### src/rtl/sdram_mon_pkg.sv
package sdram_mon_pkg;

  typedef enum logic [3:0] {
    CMD_NOP      = 4'd0,
    CMD_DESEL    = 4'd1,
    CMD_MRS      = 4'd2,
    CMD_EMRS     = 4'd3,
    CMD_AREF     = 4'd4,
    CMD_SREF_IN  = 4'd5,
    CMD_SREF_OUT = 4'd6,
    CMD_ACT      = 4'd7,
    CMD_RD       = 4'd8,
    CMD_WR       = 4'd9,
    CMD_BST      = 4'd10,
    CMD_PRE      = 4'd11,
    CMD_PREALL   = 4'd12
  } cmd_e;

  typedef enum logic [1:0] {
    BK_IDLE   = 2'd0,
    BK_OPEN   = 2'd1,
    BK_APBURST = 2'd2,
    BK_PRECH  = 2'd3
  } bank_e;

  // strobes from control to datapath, one set per sampled edge
  typedef struct packed {
    cmd_e cmd;
    logic illegal;
    logic useBank;
    logic useCol;
    logic useAp;
  } strobe_t;

endpackage

### src/rtl/sdram_bank_track.sv
module sdram_bank_track
  import sdram_mon_pkg::*;
#(
  parameter int BURST_LEN = 8,
  parameter int T_RP      = 3
) (
  input  logic  clk,
  input  logic  rstN,
  input  logic  doAct,
  input  logic  doApBurst,
  input  logic  doPre,
  output bank_e state
);
  localparam int CNT_W = $clog2(BURST_LEN + T_RP + 1);
  localparam logic [CNT_W-1:0] LOAD_AP  = CNT_W'(BURST_LEN + T_RP - 1);
  localparam logic [CNT_W-1:0] LOAD_PRE = CNT_W'(T_RP - 1);
  localparam logic [CNT_W-1:0] RP_LIM   = CNT_W'(T_RP);

  logic [CNT_W-1:0] cnt;

  // closing states follow the remaining count
  function automatic bank_e stateFor(input logic [CNT_W-1:0] c);
    if (c == '0)        return BK_IDLE;
    else if (c > RP_LIM) return BK_APBURST;
    else                return BK_PRECH;
  endfunction

  always_ff @(posedge clk or negedge rstN) begin
    if (!rstN) begin
      state <= BK_IDLE;
      cnt   <= '0;
    end else if (doAct) begin
      state <= BK_OPEN;
      cnt   <= '0;
    end else if (doApBurst) begin
      state <= stateFor(LOAD_AP);
      cnt   <= LOAD_AP;
    end else if (doPre) begin
      state <= stateFor(LOAD_PRE);
      cnt   <= LOAD_PRE;
    end else if (state == BK_APBURST || state == BK_PRECH) begin
      state <= stateFor(cnt - 1'b1);
      cnt   <= cnt - 1'b1;
    end
  end

endmodule

### src/rtl/sdram_mon_ctrl.sv
module sdram_mon_ctrl
  import sdram_mon_pkg::*;
#(
  parameter int BANK_BITS = 2,
  parameter int BURST_LEN = 8,
  parameter int T_RP      = 3,
  parameter int MRS_GAP   = 2
) (
  input  logic                 clk,
  input  logic                 rstN,
  input  logic                 cke,
  input  logic                 csN,
  input  logic                 rasN,
  input  logic                 casN,
  input  logic                 weN,
  input  logic [BANK_BITS-1:0] ba,
  input  logic                 a10,
  output strobe_t              strobe
);
  localparam int NUM_BANKS = 1 << BANK_BITS;
  localparam int LOCK_W    = $clog2(MRS_GAP + 1);
  localparam logic [LOCK_W-1:0] LOCK_LOAD = LOCK_W'(MRS_GAP - 1);

  logic              ckePrev;
  logic              selfRef;
  logic [LOCK_W-1:0] lockCnt;
  cmd_e              rawCmd;
  logic              bad;
  logic              allIdle;
  logic              anyApBurst;
  bank_e             bankState [NUM_BANKS];
  logic [NUM_BANKS-1:0] doAct, doApBurst, doPre;

  // pin decode
  always_comb begin
    rawCmd = CMD_NOP;
    if (!ckePrev) begin
      rawCmd = (cke && selfRef) ? CMD_SREF_OUT : CMD_NOP;
    end else if (csN) begin
      rawCmd = CMD_DESEL;
    end else begin
      unique case ({rasN, casN, weN})
        3'b000: rawCmd = ba[BANK_BITS-1] ? CMD_EMRS : CMD_MRS;
        3'b001: rawCmd = cke ? CMD_AREF : CMD_SREF_IN;
        3'b011: rawCmd = CMD_ACT;
        3'b101: rawCmd = CMD_RD;
        3'b100: rawCmd = CMD_WR;
        3'b110: rawCmd = CMD_BST;
        3'b010: rawCmd = a10 ? CMD_PREALL : CMD_PRE;
        default: rawCmd = CMD_NOP;
      endcase
    end
  end

  always_comb begin
    allIdle    = 1'b1;
    anyApBurst = 1'b0;
    for (int i = 0; i < NUM_BANKS; i++) begin
      if (bankState[i] != BK_IDLE)    allIdle    = 1'b0;
      if (bankState[i] == BK_APBURST) anyApBurst = 1'b1;
    end
  end

  // legality against bank state and lockout
  always_comb begin
    bad = 1'b0;
    if (lockCnt != '0 && rawCmd != CMD_NOP && rawCmd != CMD_DESEL) bad = 1'b1;
    case (rawCmd)
      CMD_MRS, CMD_EMRS, CMD_AREF, CMD_SREF_IN: if (!allIdle) bad = 1'b1;
      CMD_ACT:    if (bankState[ba] != BK_IDLE)    bad = 1'b1;
      CMD_RD, CMD_WR: if (bankState[ba] != BK_OPEN) bad = 1'b1;
      CMD_PRE:    if (bankState[ba] == BK_APBURST) bad = 1'b1;
      CMD_PREALL: if (anyApBurst)                  bad = 1'b1;
      default: ;
    endcase
  end

  generate
    for (genvar g = 0; g < NUM_BANKS; g++) begin : gBank
      logic hit;
      assign hit = (ba == BANK_BITS'(g)) && !bad;
      assign doAct[g]     = hit && rawCmd == CMD_ACT;
      assign doApBurst[g] = hit && a10 && (rawCmd == CMD_RD || rawCmd == CMD_WR);
      assign doPre[g]     = (!bad && rawCmd == CMD_PREALL) || (hit && rawCmd == CMD_PRE);

      sdram_bank_track #(.BURST_LEN(BURST_LEN), .T_RP(T_RP)) uTrack (
        .clk      (clk),
        .rstN     (rstN),
        .doAct    (doAct[g]),
        .doApBurst(doApBurst[g]),
        .doPre    (doPre[g]),
        .state    (bankState[g])
      );
    end
  endgenerate

  always_ff @(posedge clk or negedge rstN) begin
    if (!rstN) begin
      ckePrev <= 1'b1;
      selfRef <= 1'b0;
      lockCnt <= '0;
    end else begin
      ckePrev <= cke;
      if (rawCmd == CMD_SREF_IN && !bad) selfRef <= 1'b1;
      else if (rawCmd == CMD_SREF_OUT)   selfRef <= 1'b0;
      if ((rawCmd == CMD_MRS || rawCmd == CMD_EMRS) && !bad) lockCnt <= LOCK_LOAD;
      else if (lockCnt != '0)                                lockCnt <= lockCnt - 1'b1;
    end
  end

  always_comb begin
    strobe.cmd     = rawCmd;
    strobe.illegal = bad;
    strobe.useBank = rawCmd inside {CMD_ACT, CMD_RD, CMD_WR, CMD_PRE};
    strobe.useCol  = rawCmd inside {CMD_RD, CMD_WR};
    strobe.useAp   = rawCmd inside {CMD_RD, CMD_WR, CMD_PREALL};
  end

endmodule

### src/rtl/sdram_mon_path.sv
module sdram_mon_path
  import sdram_mon_pkg::*;
#(
  parameter int BANK_BITS   = 2,
  parameter int COL_BITS    = 8,
  parameter int RD_MASK_LAT = 2
) (
  input  logic                 clk,
  input  logic                 rstN,
  input  strobe_t              strobe,
  input  logic [BANK_BITS-1:0] ba,
  input  logic                 a10,
  input  logic [COL_BITS-1:0]  col,
  input  logic                 dqm,
  output logic [3:0]           cmdCode,
  output logic [BANK_BITS-1:0] cmdBank,
  output logic                 cmdAutoPre,
  output logic [COL_BITS-1:0]  cmdColumn,
  output logic                 cmdIllegal,
  output logic                 wrMaskEn,
  output logic                 rdHiZEn
);
  cmd_e cmdReg;

  always_ff @(posedge clk or negedge rstN) begin
    if (!rstN) begin
      cmdReg     <= CMD_NOP;
      cmdBank    <= '0;
      cmdAutoPre <= 1'b0;
      cmdColumn  <= '0;
      cmdIllegal <= 1'b0;
    end else begin
      cmdReg     <= strobe.cmd;
      cmdIllegal <= strobe.illegal;
      cmdBank    <= strobe.useBank ? ba  : '0;
      cmdColumn  <= strobe.useCol  ? col : '0;
      cmdAutoPre <= strobe.useAp   ? a10 : 1'b0;
    end
  end

  assign cmdCode  = cmdReg;
  assign wrMaskEn = dqm;

  generate
    if (RD_MASK_LAT == 0) begin : gLat0
      assign rdHiZEn = dqm;
    end else if (RD_MASK_LAT == 1) begin : gLat1
      logic pipe;
      always_ff @(posedge clk or negedge rstN)
        if (!rstN) pipe <= 1'b0;
        else       pipe <= dqm;
      assign rdHiZEn = pipe;
    end else begin : gLatN
      logic [RD_MASK_LAT-1:0] pipe;
      always_ff @(posedge clk or negedge rstN)
        if (!rstN) pipe <= '0;
        else       pipe <= {pipe[RD_MASK_LAT-2:0], dqm};
      assign rdHiZEn = pipe[RD_MASK_LAT-1];
    end
  endgenerate

endmodule

### src/rtl/sdram_cmd_monitor.sv
module sdram_cmd_monitor
  import sdram_mon_pkg::*;
#(
  parameter int BANK_BITS   = 2,
  parameter int COL_BITS    = 8,
  parameter int BURST_LEN   = 8,
  parameter int T_RP        = 3,
  parameter int MRS_GAP     = 2,
  parameter int RD_MASK_LAT = 2
) (
  input  logic                 clk,
  input  logic                 rstN,
  input  logic                 cke,
  input  logic                 csN,
  input  logic                 rasN,
  input  logic                 casN,
  input  logic                 weN,
  input  logic [BANK_BITS-1:0] ba,
  input  logic                 a10,
  input  logic [COL_BITS-1:0]  col,
  input  logic                 dqm,
  output logic [3:0]           cmdCode,
  output logic [BANK_BITS-1:0] cmdBank,
  output logic                 cmdAutoPre,
  output logic [COL_BITS-1:0]  cmdColumn,
  output logic                 cmdIllegal,
  output logic                 wrMaskEn,
  output logic                 rdHiZEn
);
  strobe_t strobe;

  sdram_mon_ctrl #(
    .BANK_BITS(BANK_BITS), .BURST_LEN(BURST_LEN), .T_RP(T_RP), .MRS_GAP(MRS_GAP)
  ) uCtrl (
    .clk(clk), .rstN(rstN), .cke(cke), .csN(csN), .rasN(rasN), .casN(casN),
    .weN(weN), .ba(ba), .a10(a10), .strobe(strobe)
  );

  sdram_mon_path #(
    .BANK_BITS(BANK_BITS), .COL_BITS(COL_BITS), .RD_MASK_LAT(RD_MASK_LAT)
  ) uPath (
    .clk(clk), .rstN(rstN), .strobe(strobe), .ba(ba), .a10(a10), .col(col),
    .dqm(dqm), .cmdCode(cmdCode), .cmdBank(cmdBank), .cmdAutoPre(cmdAutoPre),
    .cmdColumn(cmdColumn), .cmdIllegal(cmdIllegal), .wrMaskEn(wrMaskEn),
    .rdHiZEn(rdHiZEn)
  );

endmodule

### config.mk
export PLATFORM = sky130hd
export DESIGN_NAME = sdram_cmd_monitor
export DESIGN_NICKNAME = d
export VERILOG_FILES = /design/src/rtl/sdram_mon_pkg.sv /design/src/rtl/sdram_bank_track.sv /design/src/rtl/sdram_mon_ctrl.sv /design/src/rtl/sdram_mon_path.sv /design/src/rtl/sdram_cmd_monitor.sv
export SDC_FILE = /design/constraint.sdc
export NUM_CORES = 1
export LEC_CHECK = 0
export ABC_AREA = 1
export BUFFER_PORTS_ARGS = -buffer_cell sky130_fd_sc_hd__buf_2
export CORE_MARGIN = 1
export CORE_UTILIZATION = 35
export DETAILED_ROUTE_END_ITERATION = 10
export SETUP_SLACK_MARGIN = 0.3
export SYNTH_ARGS = -nofsm -noshare
export SYNTH_HDL_FRONTEND = slang
export SYNTH_HIERARCHICAL = 1
export SYNTH_SLANG_ARGS = --single-unit
### constraint.sdc
create_clock -name clk -period 5.37 [get_ports clk]
set_clock_uncertainty 0.05 [all_clocks]
set_input_delay 0.537 -clock clk [delete_from_list [all_inputs] [get_ports clk]]
set_output_delay 0.537 -clock clk [all_outputs]
set_load 0.01 [all_outputs]
; After elaboration in Yosys (flattened, before gate mapping)
; Cells that the tools add are included.
[totals]
register_bits = 46
in_bits = 19
out_inout_bits = 18
elab_cells = 191
[classes]
add_sub_neg = 5
magnitude_cmp = 5
n_eq_ne = 30
n_mux = 72
bitwise_logic = 1
n_reduce_logical = 61
[op_table]
columns = operator, n
row1 = 4-bit 2-to-1 mux, 18
row2 = 2-bit 2-to-1 mux, 25
row3 = 4-bit one-hot mux with 7 select lines, 1
row4 = 1-bit logical AND, 26
row5 = 4-bit nonzero test, 6
row6 = 1-bit 2-to-1 mux, 23
row7 = 2-bit equality test (second input constant), 11
row8 = 2-bit nonzero test, 9
row9 = 4-bit by 3-bit equality test with 1-bit output (second input constant), 4
row10 = 4-bit equality test (second input constant), 4
row11 = 4-bit by 2-bit greater-than comparator with 1-bit output (second input constant), 4
row12 = 4-bit logical NOT, 4
row13 = 4-bit by 1-bit subtractor with 4-bit output (second input constant), 4
row14 = 1-bit logical OR, 10
row15 = 3-bit equality test (second input constant), 3
row16 = 4-bit by 2-bit equality test with 1-bit output (second input constant), 2
row17 = 8-bit 2-to-1 mux, 1
row18 = 3-bit by 2-bit equality test with 1-bit output (second input constant), 2
row19 = 3-bit 2-to-1 mux, 2
row20 = 1-bit one-hot mux with 5 select lines, 1
row21 = 2-bit binary-select mux with 2-bit select, 1
row22 = 4-bit by 1-bit inequality test with 1-bit output (second input constant), 1
row23 = 4-bit OR reduction, 1
row24 = 3-bit by 1-bit equality test with 1-bit output (second input constant), 1
row25 = other kinds (10), 10

; Logic depth before layout (Yosys ltp)
[logic_depth]
depth_word = 17
mapped_depth = 20
mapped_depth_nobuf = 20

; Cells and area by module
; Netlist, hierarchy kept.
[by_module_without_submodules]
columns = mod, instances, cells_per_inst, area_each_um2, seq_area_each_um2
row1 = sdram_bank_track, 4, 44, 371.6, 150.1
row2 = sdram_mon_ctrl, 1, 134, 735.7, 101.3
row3 = sdram_mon_path, 1, 42, 545.5, 450.4

; Least setup slack after synthesis
; Ideal clock, no wire load.
[synth_timing]
path_type = flip-flop to flip-flop
start = register uCtrl.ckePrev
end = register uCtrl.gBank[0].uTrack.state[1]
setup_time_ns = 0.088
t_arrival_ns = 2.266
setup_slack_ns = 2.966
stages_incl_launch_ff = 17
n_path_buf = 0
path_cell_list = dfstp_2 -> inv_1 -> nor2_1 -> nand2_1 -> nor2_1 -> a21oi_2 -> nor2_2 -> nand2_2 -> nand3_1 -> nand2_2 -> nand2_4 -> nand4_1 -> o21ai_1 -> nor2_4 -> nand3b_4 -> nand2_2 -> a41oi_1
[synth_between]
elab_chain_cells = 14
word_cells_on_any_way = 36
classes_between = eq/ne: 10 / mux: 11 / reduce/logical: 15
[synth_lines]
columns = item, line_no
row1 = from (decl), sdram_mon_ctrl.sv:24  ; logic ckePrev;
row2 = from (signal assigned), sdram_mon_ctrl.sv:103  ; ckePrev <= cke;
row3 = 4-bit 2-to-1 mux *, sdram_mon_ctrl.sv:37  ; if (!ckePrev) begin
row4 = 4-bit nonzero test, sdram_mon_ctrl.sv:67  ; if (lockCnt != '0 && rawCmd != CMD_NOP && rawCmd != CMD_DESEL) bad = 1'b1;
row5 = 1-bit logical AND (2 in a row), sdram_mon_ctrl.sv:67
row6 = 1-bit 2-to-1 mux, sdram_mon_ctrl.sv:67
row7 = 1-bit 2-to-1 mux (on tied branches), --
row8 = 1-bit one-hot mux with 5 select lines, sdram_mon_ctrl.sv:68  ; case (rawCmd)
row9 = 1-bit logical NOT, "sdram_mon_ctrl.sv:81, sdram_mon_ctrl.sv:84"
row10 = 1-bit logical AND, sdram_mon_ctrl.sv:81  ; assign hit = (ba == BANK_BITS'(g)) && !bad;
row11 = 1-bit logical AND, sdram_mon_ctrl.sv:84  ; assign doPre[g] = (!bad && rawCmd == CMD_PREALL) || (hit && rawCmd == CMD_PRE);
row12 = 1-bit logical OR *, sdram_mon_ctrl.sv:84
row13 = via uCtrl.doPre[0], sdram_mon_ctrl.sv:32  ; logic [NUM_BANKS-1:0] doAct, doApBurst, doPre;
row14 = 2-bit 2-to-1 mux, sdram_bank_track.sv:38  ; end else if (doPre) begin
row15 = 2-bit 2-to-1 mux, sdram_bank_track.sv:35  ; end else if (doApBurst) begin
row16 = 2-bit 2-to-1 mux, sdram_bank_track.sv:32  ; end else if (doAct) begin
row17 = to (signal assigned), sdram_bank_track.sv:36  ; state <= stateFor(LOAD_AP);
row18 = to (signal assigned), sdram_bank_track.sv:39  ; state <= stateFor(LOAD_PRE);
row19 = to (signal assigned), sdram_bank_track.sv:42  ; state <= stateFor(cnt - 1'b1);
row20 = to (decl), sdram_bank_track.sv:12  ; output bank_e state
; The timed path passes the listed nets; every way through them passes the cells marked *.
; A chain may end at the register's enable or synchronous reset.

; Worst setup path after layout
[layout_timing]
start = register uCtrl.ckePrev
end = register uCtrl.gBank[1].uTrack.cnt[1]
[layout_between]
word_cells_on_any_way = 36
classes_between = eq/ne: 10 / mux: 11 / reduce/logical: 15
[layout_lines]
columns = item, line_no
row1 = 4-bit 2-to-1 mux *, sdram_mon_ctrl.sv:37
row2 = 4-bit nonzero test, sdram_mon_ctrl.sv:67
row3 = 1-bit logical AND (2 in a row), sdram_mon_ctrl.sv:67
row4 = 1-bit 2-to-1 mux, sdram_mon_ctrl.sv:67
row5 = 1-bit 2-to-1 mux (on tied branches), --
row6 = 1-bit one-hot mux with 5 select lines, sdram_mon_ctrl.sv:68
row7 = 1-bit logical NOT, sdram_mon_ctrl.sv:81
row8 = 1-bit logical AND, sdram_mon_ctrl.sv:81
row9 = 1-bit logical AND, sdram_mon_ctrl.sv:83  ; assign doApBurst[g] = hit && a10 && (rawCmd == CMD_RD || rawCmd == CMD_WR);
row10 = 1-bit logical AND *, sdram_mon_ctrl.sv:83
row11 = via uCtrl.doApBurst[1], sdram_mon_ctrl.sv:32
row12 = 4-bit 2-to-1 mux, sdram_bank_track.sv:35
row13 = 4-bit 2-to-1 mux, sdram_bank_track.sv:32
row14 = to (signal assigned), sdram_bank_track.sv:43  ; cnt <= cnt - 1'b1;
row15 = to (decl), sdram_bank_track.sv:19  ; logic [CNT_W-1:0] cnt;
; Marks and branches as above.

==> results summary <==
The maximum net fanout on the critical path is 9. Across all hold checks on the routed design, the worst slack comes to a little under 300 ps. The critical path in this run is classified as reg2reg. The static power due to leakage came out at 1.76 nW. IR analysis of the VDD net gives a maximum drop of 150 µV. The DRC marker count from the first detailed-route iteration came out at 73. The TritonCTS clock tree is done. The met2 demand-to-capacity share in global routing came out at 22.6%.

STA classifies the critical path endpoint as a flop. The sequential area share after synthesis is a little over two fifths. Setup repair after global routing left no endpoint under its margin. The adder and majority gate portion of the synthesized area came out at under 10%.

The half-perimeter wire length after placement came out at 4100 µm. The routed design could run at a clock period as short as 3010 ps. Of all cell types, the one taking the most synthesized area is sky130_fd_sc_hd__dfrtp_1. The pin count of the biggest net entering global routing came out at 47. The most utilized layer in the global route result is met2. The number of global-route vias before repair came out at 2165.

The number of H-tree branching levels is 2. The die boundary height is 90.9 µm. The post-synthesis area per instance came out at 7.86 µm². The total global routing overflow is 0. The number of antenna violations at the first check in global routing is 0.

The quantity of I/O buffers inserted on ports is 36. The xor and xnor fraction of the mapped netlist area came out at 0.316%. The sum of negative setup slack came out at 0 ps.

The top cell type's share of synthesized area is 40.7%. The number of instances in the synthesized netlist came out at 352. The post-cts gate resize count came out at 0. The clock latency on the worst-skew pair came out at 300 ps. Counting tap cells, the placed design contains a total of slightly below 500 instances. The worst path meets setup with approximately 2400 ps of slack. The worst-case headroom to the max-slew limit is 31.8%.

The first global-routing pass estimated 9610 µm of wire. The maximum count of clock buffers along a single path is 2. The number of setup violations in the final report came out at 0. The weighted congestion reported at the end of routability-driven placement came out at 0.846. In this run, CTS created clock tree buffers numbering 5. The required arrival time at the worst endpoint came out at 5550 ps. STA classifies the critical path startpoint as a flop.

The met1 layer usage reported by global route came out at 19.8%. The power density over the cells came out at between 400 and 500 mW/mm². The total power consumption of the routed design came out at roughly 1.4 mW. The worst path uses 56.0% of the clock period. Yosys printed 6 warnings.

The number of placement rows is 32. From synthesis to final layout, the design area changed by 13.9%. Ranked by total cell area, the synthesized netlist is headed by sky130_fd_sc_hd__dfrtp_1, sky130_fd_sc_hd__nand2_1, sky130_fd_sc_hd__inv_1, sky130_fd_sc_hd__ha_1, sky130_fd_sc_hd__nand3_1. The fraction of final layout cells with drive strength greater than 1 is 24.7%. The number of nets handed over by synthesis was 380. During I/O placement, the number of pins put on the boundary was 37. The total DRC errors in the routed layout came out at 1.

After detailed routing, the number of vias per cell comes to 4.50. The post-detailed-route wirelength per cell is 10.9 µm. The all-layer global routing usage came out at 14.4%.

The initial cell density of the core came out at 36.0%. The number of violations of the max-capacitance limit came out at 0. The number of antenna diodes is 0.

The number of nets in the layout came out at 420. The total clock sinks came out at 46. In this run the horizontal extent of the chip is between 90 and 100 µm. The arrival time reported for the critical path endpoint is between 3000 and 4000 ps. The post-CTS clock slew at the launch and capture registers of the worst setup and hold paths came out at 100 ps.

The fmax came out at 0.333 GHz. The simple-gate area share of the yosys netlist is 31.6%. The worst setup slack for register-to-register paths is roughly 2400 ps. The core region is 0.00769 mm².

The class of the worst hold path is in2reg. The final reports fail on DRC. The post-CTS setup buffer count came out at 0. For this run, global-route usage on met3 was measured as around 2.6%. The number of failing hold endpoints at the final stage came out at 0. The number of hold buffers added after CTS is 0.

The count of final max-slew check failures is 0. The area of the die came out at 0.00827 mm². The tree is rooted in a sky130_fd_sc_hd__clkbuf_8. In this run, distinct cell masters in the synthesized netlist total 30. The count of antenna-violating nets left after detailed routing came out at 0. The run finished, with violations left.

The synthesized design contains 46 register bits. The number of optimization iterations in the first detailed-route pass is 7. Summed over all layers, the routed wires come to 5380 µm. Once layout is complete, the cells apart from fillers number 495. The pre-CTS setup slack is about 2100 ps. The total vias in the final route came out at between 2000 and 2500. The share of cell area taken by muxes after synthesis is 1.45%. Summing the areas of all compound-gate instances in the mapped netlist gives 9.45% of the synthesized area. At the pin with the least slew margin, the transition time is between 1000 and 1500 ps. The largest family of logic cells by synthesized area is simple AND/OR/NAND/NOR gates. The mapped netlist covers 0.00277 mm².
==> synthesized netlist by cell type, drive strengths merged <==
| master | instances |
|---|---|
| nor3 | 1 |
| o21ai | 23 |
| dfstp | 1 |
| inv | 79 |
| nor4 | 2 |
| ha | 9 |
| o22ai | 6 |
| a21oi | 8 |
| mux2i | 4 |
| and2 | 4 |
| nor2 | 32 |
| xor2 | 1 |
| nand4 | 12 |
| nand3 | 18 |
| buf | 3 |
| a41oi | 4 |
| nand3b | 4 |
| nand2 | 96 |
| dfrtp | 45 |
==> critical path: stages (launching register included) <==
cell                       delay [ps]
sky130_fd_sc_hd__dfstp_2          540
sky130_fd_sc_hd__inv_1             50
sky130_fd_sc_hd__nor2_1           140
sky130_fd_sc_hd__nand3_1          200
sky130_fd_sc_hd__nor3_1           850
sky130_fd_sc_hd__nand2_1          310
sky130_fd_sc_hd__nor2_1           320
sky130_fd_sc_hd__nor2_4            90
sky130_fd_sc_hd__nand3b_4         130
sky130_fd_sc_hd__nand2_2           70
sky130_fd_sc_hd__inv_2             70
sky130_fd_sc_hd__nand2_1           50
sky130_fd_sc_hd__o21ai_1           70
==> cells in the final DEF, fill, tap and decap left out, types with 5 or more instances in the layout <==
master,netlist,layout
sky130_fd_sc_hd__nand2_1,84,84
sky130_fd_sc_hd__inv_1,68,68
sky130_fd_sc_hd__dfrtp_1,45,45
sky130_fd_sc_hd__buf_2,1,36
sky130_fd_sc_hd__nor2_1,19,19
sky130_fd_sc_hd__nand3_1,17,17
sky130_fd_sc_hd__o21ai_1,14,14
sky130_fd_sc_hd__nand4_1,12,12
sky130_fd_sc_hd__inv_2,11,11
sky130_fd_sc_hd__nand2_2,10,10
sky130_fd_sc_hd__nor2_2,9,9
sky130_fd_sc_hd__ha_1,9,9
sky130_fd_sc_hd__o22ai_1,6,6
sky130_fd_sc_hd__a21oi_1,6,6
sky130_fd_sc_hd__clkbuf_8,0,5
sky130_fd_sc_hd__o21ai_2,5,5
==> kinds of logic (layout without fill, tap and decap cells) <==
kind of cell	Yosys count	count (layout)
buf+inv	82	123
xor+xnor	1	1
simple gates	169	169
fa+ha+maj	9	9
flops	46	46
compound gates	41	41
mux	4	4
==> flip-flops by register name, indices dropped and copies added (netlist names) <==
signal                    cells
uCtrl/ckePrev                 1
uCtrl/gBank.uTrack/cnt       16
uCtrl/gBank.uTrack/state      8
uCtrl/lockCnt                 2
uCtrl/selfRef                 1
uPath/cmdAutoPre              1
uPath/cmdBank                 2
uPath/cmdCode                 4
uPath/cmdColumn               8
uPath/cmdIllegal              1
uPath/gLatN.pipe              2
==> path summary, 6_finish.rpt <==
kind / cells after the start / startpoint / end
worst min-delay path: 1 / dqm / uPath/gLatN.pipe[0]
min in group asynchronous: 1 / rstN / uCtrl/gBank[3].uTrack/state[0]
worst min register to register: 0 / uPath/gLatN.pipe[0] / uPath/gLatN.pipe[1]
max in group asynchronous: 1 / rstN / uCtrl/lockCnt[0]
worst max-delay path: 12 / uCtrl/ckePrev / uCtrl/gBank[1].uTrack/cnt[1]
worst max register to register: 12 / uCtrl/ckePrev / uCtrl/gBank[1].uTrack/cnt[1]
==> per-stage QoR <==
step	utilization, %	area [µm²]
finish	41.0	3150
global route	41.0	3150
CTS	41.0	3150
detailed placement	39.7	3060
global placement	39.7	3060
floorplan	-	2770
==> final cells by class <==
class / instances / area (µm²)
Clock inverter: 3 / 28.8
Inverter: 79 / 297
Clock buffer: 5 / 68.8
Tap cell: 102 / 128
Sequential cell: 46 / 1150
Timing Repair Buffer: 36 / 180
Multi-Input combinational cell: 224 / 1300
Fill cell: 819 / 4530
==> metal layers <==
layer / wire length [µm] / share of wire, % / vias up
met5: 0 / 0 / -
met4: 46 / 0.86 / 0
met3: 176 / 3.3 / 2
met2: 2420 / 45 / 44
met1: 2730 / 51 / 994
li1: - / - / 1187
==> power breakdown <==
part / internal, mW / total [mW] / switching [mW]
sequential: 0.453 / 0.533 / 0.0798
clock: 0.0976 / 0.233 / 0.135
combinational: 0.266 / 0.629 / 0.362
total: 0.817 / 1.39 / 0.578
Note: power is estimated with default switching activity, not from simulation.
